==> config.mk <==
export PLATFORM = sky130hd
export DESIGN_NAME = ir_cmd_tx
export DESIGN_NICKNAME = d
export VERILOG_FILES = /design/src/rtl/irtx_pkg.sv /design/src/rtl/irtx_pkt_timer.sv /design/src/rtl/irtx_carrier.sv /design/src/rtl/irtx_sequencer.sv /design/src/rtl/ir_cmd_tx.sv
export SDC_FILE = /design/constraint.sdc
export NUM_CORES = 1
export LEC_CHECK = 0
export ABC_AREA = 1
export ABC_CLOCK_PERIOD_IN_PS = 3400
export BUFFER_PORTS_ARGS = -buffer_cell sky130_fd_sc_hd__buf_4
export CORE_MARGIN = 2
export CORE_UTILIZATION = 65
export DETAILED_ROUTE_END_ITERATION = 10
export PLACE_DENSITY = 0.86
export SYNTH_ARGS = -nofsm -noshare
export SYNTH_HDL_FRONTEND = slang
export SYNTH_HIERARCHICAL = 1
export SYNTH_SLANG_ARGS = --single-unit
==> constraint.sdc <==
create_clock -name clk -period 3.4 [get_ports clk]
set_clock_uncertainty 0.2 [all_clocks]
set_input_delay 0.51 -clock clk [delete_from_list [all_inputs] [get_ports clk]]
set_output_delay 0.51 -clock clk [all_outputs]
set_load 0.05 [all_outputs]
==> src/rtl/irtx_pkg.sv <==
package irtx_pkg;

    typedef enum logic [1:0] {
        ST_IDLE  = 2'd0,
        ST_BURST = 2'd1,
        ST_GAP   = 2'd2
    } seq_state_e;

    typedef struct packed {
        logic right;
        logic left;
        logic fwd;
        logic back;
    } btn_set_t;

    localparam int unsigned NUM_BURSTS = 6;
    localparam int unsigned IDX_W      = 3;

    function automatic int unsigned max2(int unsigned a, int unsigned b);
        return (a > b) ? a : b;
    endfunction

    // Burst length in carrier periods for burst slot idx
    function automatic int unsigned burst_periods(
        logic [IDX_W-1:0] idx, btn_set_t b,
        int unsigned l_start, int unsigned l_sel,
        int unsigned l_long, int unsigned l_short);
        case (idx)
            3'd0:    return l_start;
            3'd1:    return l_sel;
            3'd2:    return b.right ? l_long : l_short;
            3'd3:    return b.left  ? l_long : l_short;
            3'd4:    return b.fwd   ? l_long : l_short;
            default: return b.back  ? l_long : l_short;
        endcase
    endfunction

endpackage

==> src/rtl/irtx_pkt_timer.sv <==
module irtx_pkt_timer #(
    parameter int unsigned PKT_CLKS = 10_000_000
) (
    input  logic clk,
    input  logic rst,
    output logic tick
);
    localparam int unsigned TW = $clog2(PKT_CLKS);

    logic [TW-1:0] cnt;

    assign tick = (cnt == TW'(PKT_CLKS - 1));

    always_ff @(posedge clk) begin
        if (rst || tick) cnt <= '0;
        else             cnt <= cnt + 1'b1;
    end
endmodule

==> src/rtl/irtx_carrier.sv <==
module irtx_carrier #(
    parameter int unsigned CAR_CLKS = 2778
) (
    input  logic clk,
    input  logic rst,
    input  logic run,
    output logic carrier_hi,
    output logic period_end
);
    localparam int unsigned CW   = $clog2(CAR_CLKS);
    localparam int unsigned HALF = CAR_CLKS / 2;

    logic [CW-1:0] cnt;

    assign carrier_hi = (cnt < CW'(HALF));
    assign period_end = run && (cnt == CW'(CAR_CLKS - 1));

    always_ff @(posedge clk) begin
        if (rst || !run || period_end) cnt <= '0;
        else                           cnt <= cnt + 1'b1;
    end
endmodule

==> src/rtl/irtx_sequencer.sv <==
module irtx_sequencer
    import irtx_pkg::*;
#(
    parameter int unsigned LEN_START = 192,
    parameter int unsigned LEN_GAP   = 25,
    parameter int unsigned LEN_SEL   = 44,
    parameter int unsigned LEN_LONG  = 88,
    parameter int unsigned LEN_SHORT = 22
) (
    input  logic     clk,
    input  logic     rst,
    input  logic     tick,
    input  btn_set_t btn_in,
    input  logic     period_end,
    output logic     running,
    output logic     burst_on,
    output logic     pend_o,
    output logic     start_o,
    output btn_set_t btn_q_o
);
    localparam int unsigned MAX_LEN = max2(max2(max2(LEN_START, LEN_GAP),
                                                max2(LEN_SEL, LEN_LONG)), LEN_SHORT);
    localparam int unsigned LW = $clog2(MAX_LEN + 1);

    seq_state_e       state;
    logic [IDX_W-1:0] fidx;
    logic [LW-1:0]    pcnt;
    logic             pend;
    btn_set_t         btn_q;
    logic             start;
    int unsigned      field_len;
    logic             field_done;

    assign start      = (state == ST_IDLE) && (tick || pend);
    assign field_len  = (state == ST_GAP) ? LEN_GAP :
                        burst_periods(fidx, btn_q, LEN_START, LEN_SEL, LEN_LONG, LEN_SHORT);
    assign field_done = period_end && (pcnt == LW'(field_len - 1));

    always_ff @(posedge clk) begin
        if (rst) begin
            state <= ST_IDLE;
            fidx  <= '0;
            pcnt  <= '0;
            pend  <= 1'b0;
            btn_q <= '0;
        end else begin
            if (start)     pend <= 1'b0;
            else if (tick) pend <= 1'b1;

            if (start) begin
                state <= ST_BURST;
                fidx  <= '0;
                pcnt  <= '0;
                btn_q <= btn_in;
            end else if (field_done) begin
                pcnt <= '0;
                if (state == ST_BURST) begin
                    state <= ST_GAP;
                end else if (fidx == IDX_W'(NUM_BURSTS - 1)) begin
                    state <= ST_IDLE;
                end else begin
                    state <= ST_BURST;
                    fidx  <= fidx + 1'b1;
                end
            end else if (period_end) begin
                pcnt <= pcnt + 1'b1;
            end
        end
    end

    assign running  = (state != ST_IDLE);
    assign burst_on = (state == ST_BURST);
    assign pend_o   = pend;
    assign start_o  = start;
    assign btn_q_o  = btn_q;
endmodule

==> src/rtl/ir_cmd_tx.sv <==
module ir_cmd_tx
    import irtx_pkg::*;
#(
    parameter int unsigned PKT_CLKS  = 10_000_000,
    parameter int unsigned CAR_CLKS  = 2778,
    parameter int unsigned LEN_START = 192,
    parameter int unsigned LEN_GAP   = 25,
    parameter int unsigned LEN_SEL   = 44,
    parameter int unsigned LEN_LONG  = 88,
    parameter int unsigned LEN_SHORT = 22
) (
    input  logic clk,
    input  logic rst,
    input  logic btn_right,
    input  logic btn_left,
    input  logic btn_fwd,
    input  logic btn_back,
    output logic ir_led
);
    logic     tick;
    logic     carrier_hi;
    logic     period_end;
    logic     running;
    logic     burst_on;
    logic     seq_pend;
    logic     seq_start;
    btn_set_t btn_now;
    btn_set_t btn_held;

    assign btn_now = '{right: btn_right, left: btn_left, fwd: btn_fwd, back: btn_back};

    irtx_pkt_timer #(.PKT_CLKS(PKT_CLKS)) u_timer (
        .clk(clk), .rst(rst), .tick(tick)
    );

    irtx_carrier #(.CAR_CLKS(CAR_CLKS)) u_carrier (
        .clk(clk), .rst(rst), .run(running),
        .carrier_hi(carrier_hi), .period_end(period_end)
    );

    irtx_sequencer #(
        .LEN_START(LEN_START), .LEN_GAP(LEN_GAP), .LEN_SEL(LEN_SEL),
        .LEN_LONG(LEN_LONG), .LEN_SHORT(LEN_SHORT)
    ) u_seq (
        .clk(clk), .rst(rst), .tick(tick), .btn_in(btn_now),
        .period_end(period_end), .running(running), .burst_on(burst_on),
        .pend_o(seq_pend), .start_o(seq_start), .btn_q_o(btn_held)
    );

    assign ir_led = burst_on && carrier_hi;
endmodule

==> impl_metrics.py <==
metrics = {
    "run_status": {
        "status": "finished clean",
    },
    "die": {
        "start_util_pct": 67.6,
        "die_w_um": 76.9,
        "dieArea_mm2": 0.00591,
        "rows": 26,
        "die_h_um": 76.9,
        "ios": 7,
        "floorplan.core_area_mm2": 0.00511,
    },
    "worst_hold_path": {
        "holdPathStages": 1,
        "hp-class": "reg -> reg",
    },
    "routing": {
        "viasPerCell": 5.30,
        "drt_iter0_drc": 268,
        "avgRoutedWirePerCell_um": 11.5,
        "drcViolationCount": 0,
        "dr_total_vias": 3191,
        "detail-route-antenna-nets": 0,
        "wl_mm": 6.95,
        "dr.pass1.iters": 5,
    },
    "clock_tree": {
        "clkTransAtPathRegs_ns": 0.09,
        "cts.sinks": 54,
        "postCtsResizedCells": 0,
        "cts_inserted_buffers": 5,
        "cts-root-buf": "clkbuf_8",
        "cts_hold_buf": 0,
        "cts_buffer_depth": 2,
        "cts_tree": "built",
        "htreeDepth": 2,
        "cts_setup_buffers": 0,
        "insertion_delay_ns": 0.30,
    },
    "pwr": {
        "p_leak_nw": 1.46,
        "power_frac_comb_pct": 2.4,
        "swShare_pct": 19.8,
        "ir_drop_mv": 0.234,
        "power.net_switching_w": 0.000218,
        "seqPwrFrac_pct": 58.0,
        "p_int_w": 0.000881,
        "p_per_area_mw_per_mm2": 302,
        "clkPwrFrac_pct": 39.6,
    },
    "synthesis": {
        "ys.warnings.count": 6,
        "yosys-top-cells-count": "nand2_1, nor2_1, inv_1",
        "synth_largest_area_cell": "dfxtp_1",
        "yosysMostFrequentCell": "nand2_1",
        "synth_async_sr_flop_share_pct": 0,
        "ys_seq_elements": 54,
        "synthesis.nets": 540,
        "synthTopCellsByArea": "dfxtp_1, nand2_1, nor2_1",
        "ys_types": 30,
        "ys_seq_area_share_pct": 31.3,
        "avgSynthCellArea_um2": 6.59,
        "synth_top_cell_area_share_pct": 31.3,
        "synth_edf_count": 0,
        "synth_ff_type": "dfxtp_1",
        "syn_area_mm2": 0.00345,
        "syn_inst": 524,
    },
    "flow_run": {
        "maxCapViolations": 0,
    },
    "grt": {
        "grt_max_degree": 20,
        "antenna_found_initial": 0,
        "grt_pass1_wl_mm": 12.5,
        "grt_pass1_vias": 2989,
        "grt_usage_pct": 25.3,
        "grt_overflow": 0,
    },
    "setup_path": {
        "critPathRequiredTime_ns": 3.45,
        "reg2reg_slack_ns": 0.87,
        "rr_startpoint": "u_seq/fidx[2]$_SDFFE_PP0P_",
        "reg2reg_depth": 19,
        "crit_fanout": 8,
        "r2r-end": "u_seq/state[0]$_SDFFE_PP0P_",
        "cp-startpoint": "u_seq/fidx[2]$_SDFFE_PP0P_",
        "endpoint": "u_seq/state[0]$_SDFFE_PP0P_",
        "cp-start-kind": "flop",
        "cp_data_arrival_time_ns": 2.58,
        "end_kind": "flop",
        "crit_type": "reg -> reg",
    },
    "timing": {
        "grt_setup_unrepaired": "no",
        "post-route-min-period_ns": 2.53,
        "slew_headroom_pct": 76.2,
        "worst_slew_pin_slew_ns": 0.356,
        "slew_violations": 0,
        "finalSetupTns_ns": 0,
        "clock.fmax_mhz": 395,
        "final_hold_viol_count": 0,
        "period_share_pct": 74.5,
        "setup_viol": 0,
    },
    "layout": {
        "drive_gt1_share_pct": 13.7,
        "syn_to_final_growth_pct": 5.58,
        "antenna_cells": 0,
        "nets": 548,
        "finalNonFillerCells": 602,
    },
    "place": {
        "routabilityCongestion": 0.925,
        "portBuffers": 6,
        "dp_cells": 595,
        "place_hpwl_mm": 5.33,
    },
}
[logic make-up (layout without fill, tap and decap cells)]
| family | count (synthesis) | after routing | synth area share, % |
|---|---|---|---|
| compound gates | 32 | 32 | 5.48 |
| xor+xnor | 23 | 23 | 5.84 |
| fa+ha+maj | 10 | 10 | 3.63 |
| buf+inv | 80 | 88 | 9.68 |
| flops | 54 | 54 | 31.3 |
| simple gates | 325 | 325 | 44.1 |
[critical path, cell delays in order, from the launching register on]
cell	delay, ns
dfxtp_1	0.47
inv_2	0.14
ha_1	0.24
nand2_1	0.10
nand2_1	0.07
nor2_1	0.11
nand2_1	0.10
nand2_1	0.07
nand2_1	0.09
nand2_1	0.11
nand2_1	0.07
nand2_1	0.06
nand2_1	0.08
inv_1	0.10
nand2_1	0.06
nor2_1	0.11
nand3_2	0.11
nand3_1	0.10
nand2_1	0.06
inv_1	0.05
[power groups by stage]
stage / registers [W] / logic, W / clock network, W
floorplan: 0.000652 / 0.0000205 / 0
global placement: 0.000652 / 0.0000260 / 0
detailed placement: 0.000652 / 0.0000269 / 0
CTS: 0.000637 / 0.0000271 / 0.000447
global route: 0.000638 / 0.0000301 / 0.000463
finish: 0.000637 / 0.0000269 / 0.000435
[metrics by stage]
step	worst slack (ns)	total power [W]	instance area (um2)	hold WS, ns	util, %
floorplan	1.18	0.000672	3450	0.227	-
global placement	1.00	0.000678	3530	0.238	69.1
detailed placement	0.921	0.000679	3530	0.247	69.1
CTS	0.902	0.00111	3640	0.273	71.3
global route	0.630	0.00113	3640	0.290	71.3
finish	0.866	0.00110	3640	0.265	71.3
[routing by layer]
| layer | track usage (%) | part of all wire, % | routed length [um] | vias up |
|---|---|---|---|---|
| li1 | - | - | - | 1656 |
| met4 | 7.27 | 1.0 | 72 | 0 |
| met2 | 42.1 | 47 | 3240 | 78 |
| met1 | 33.2 | 47 | 3300 | 1451 |
| met5 | 0 | 0 | 0 | - |
| met3 | 4.82 | 5.0 | 345 | 6 |
[cells in the final DEF (no fill, tap or decap)]
cell type	instances
nand2_1	122
nor2_1	84
inv_1	71
dfxtp_1	54
nand3_1	46
nor2_2	25
a21oi_1	18
xor2_1	18
nand4_1	10
ha_1	10
nand2_2	9
nand3_2	9
o21ai_0	8
clkbuf_8	6
buf_4	6
nor3_1	6
xnor2_1	5
inv_2	4
nand3b_1	3
nor2_4	3
o21ai_2	3
nor4_1	3
or2_2	2
bufinv_16	1
a21oi_2	1
a21oi_4	1
nor3_2	1
nor3b_2	1
nand2_4	1
o21bai_1	1
[how the worst min path moves through the flow]
| stage | slack, ns | start | endpoint |
|---|---|---|---|
| finish | 0.27 | u_timer/cnt[0]$_SDFF_PP0_ | u_timer/cnt[0]$_SDFF_PP0_ |
| global route | 0.29 | u_timer/cnt[0]$_SDFF_PP0_ | u_timer/cnt[0]$_SDFF_PP0_ |
| CTS | 0.27 | u_timer/cnt[0]$_SDFF_PP0_ | u_timer/cnt[0]$_SDFF_PP0_ |
| detailed placement | 0.25 | u_timer/cnt[0]$_SDFF_PP0_ | u_timer/cnt[0]$_SDFF_PP0_ |
| global placement | 0.24 | u_timer/cnt[0]$_SDFF_PP0_ | u_timer/cnt[0]$_SDFF_PP0_ |
| floorplan | 0.23 | u_timer/cnt[0]$_SDFF_PP0_ | u_timer/cnt[0]$_SDFF_PP0_ |
[flip-flops by register name, summed over array words and instances (netlist names)]
name and cells:
u_timer/cnt 24, u_carrier/cnt 12, u_seq/pcnt 8, u_seq/btn_q_o 4, u_seq/fidx 3, u_seq/state 2, u_seq/pend_o 1
[cell type report]
type,instances,area [um2]
Multi-Input combinational cell,390,2040
Tap cell,70,87.6
Sequential cell,54,1080
Clock buffer,6,82.6
Clock inverter,1,30.0
Inverter,75,282
Timing Repair Buffer,6,45.0
Fill cell,435,1460
Note: power is estimated with default switching activity, not from simulation.
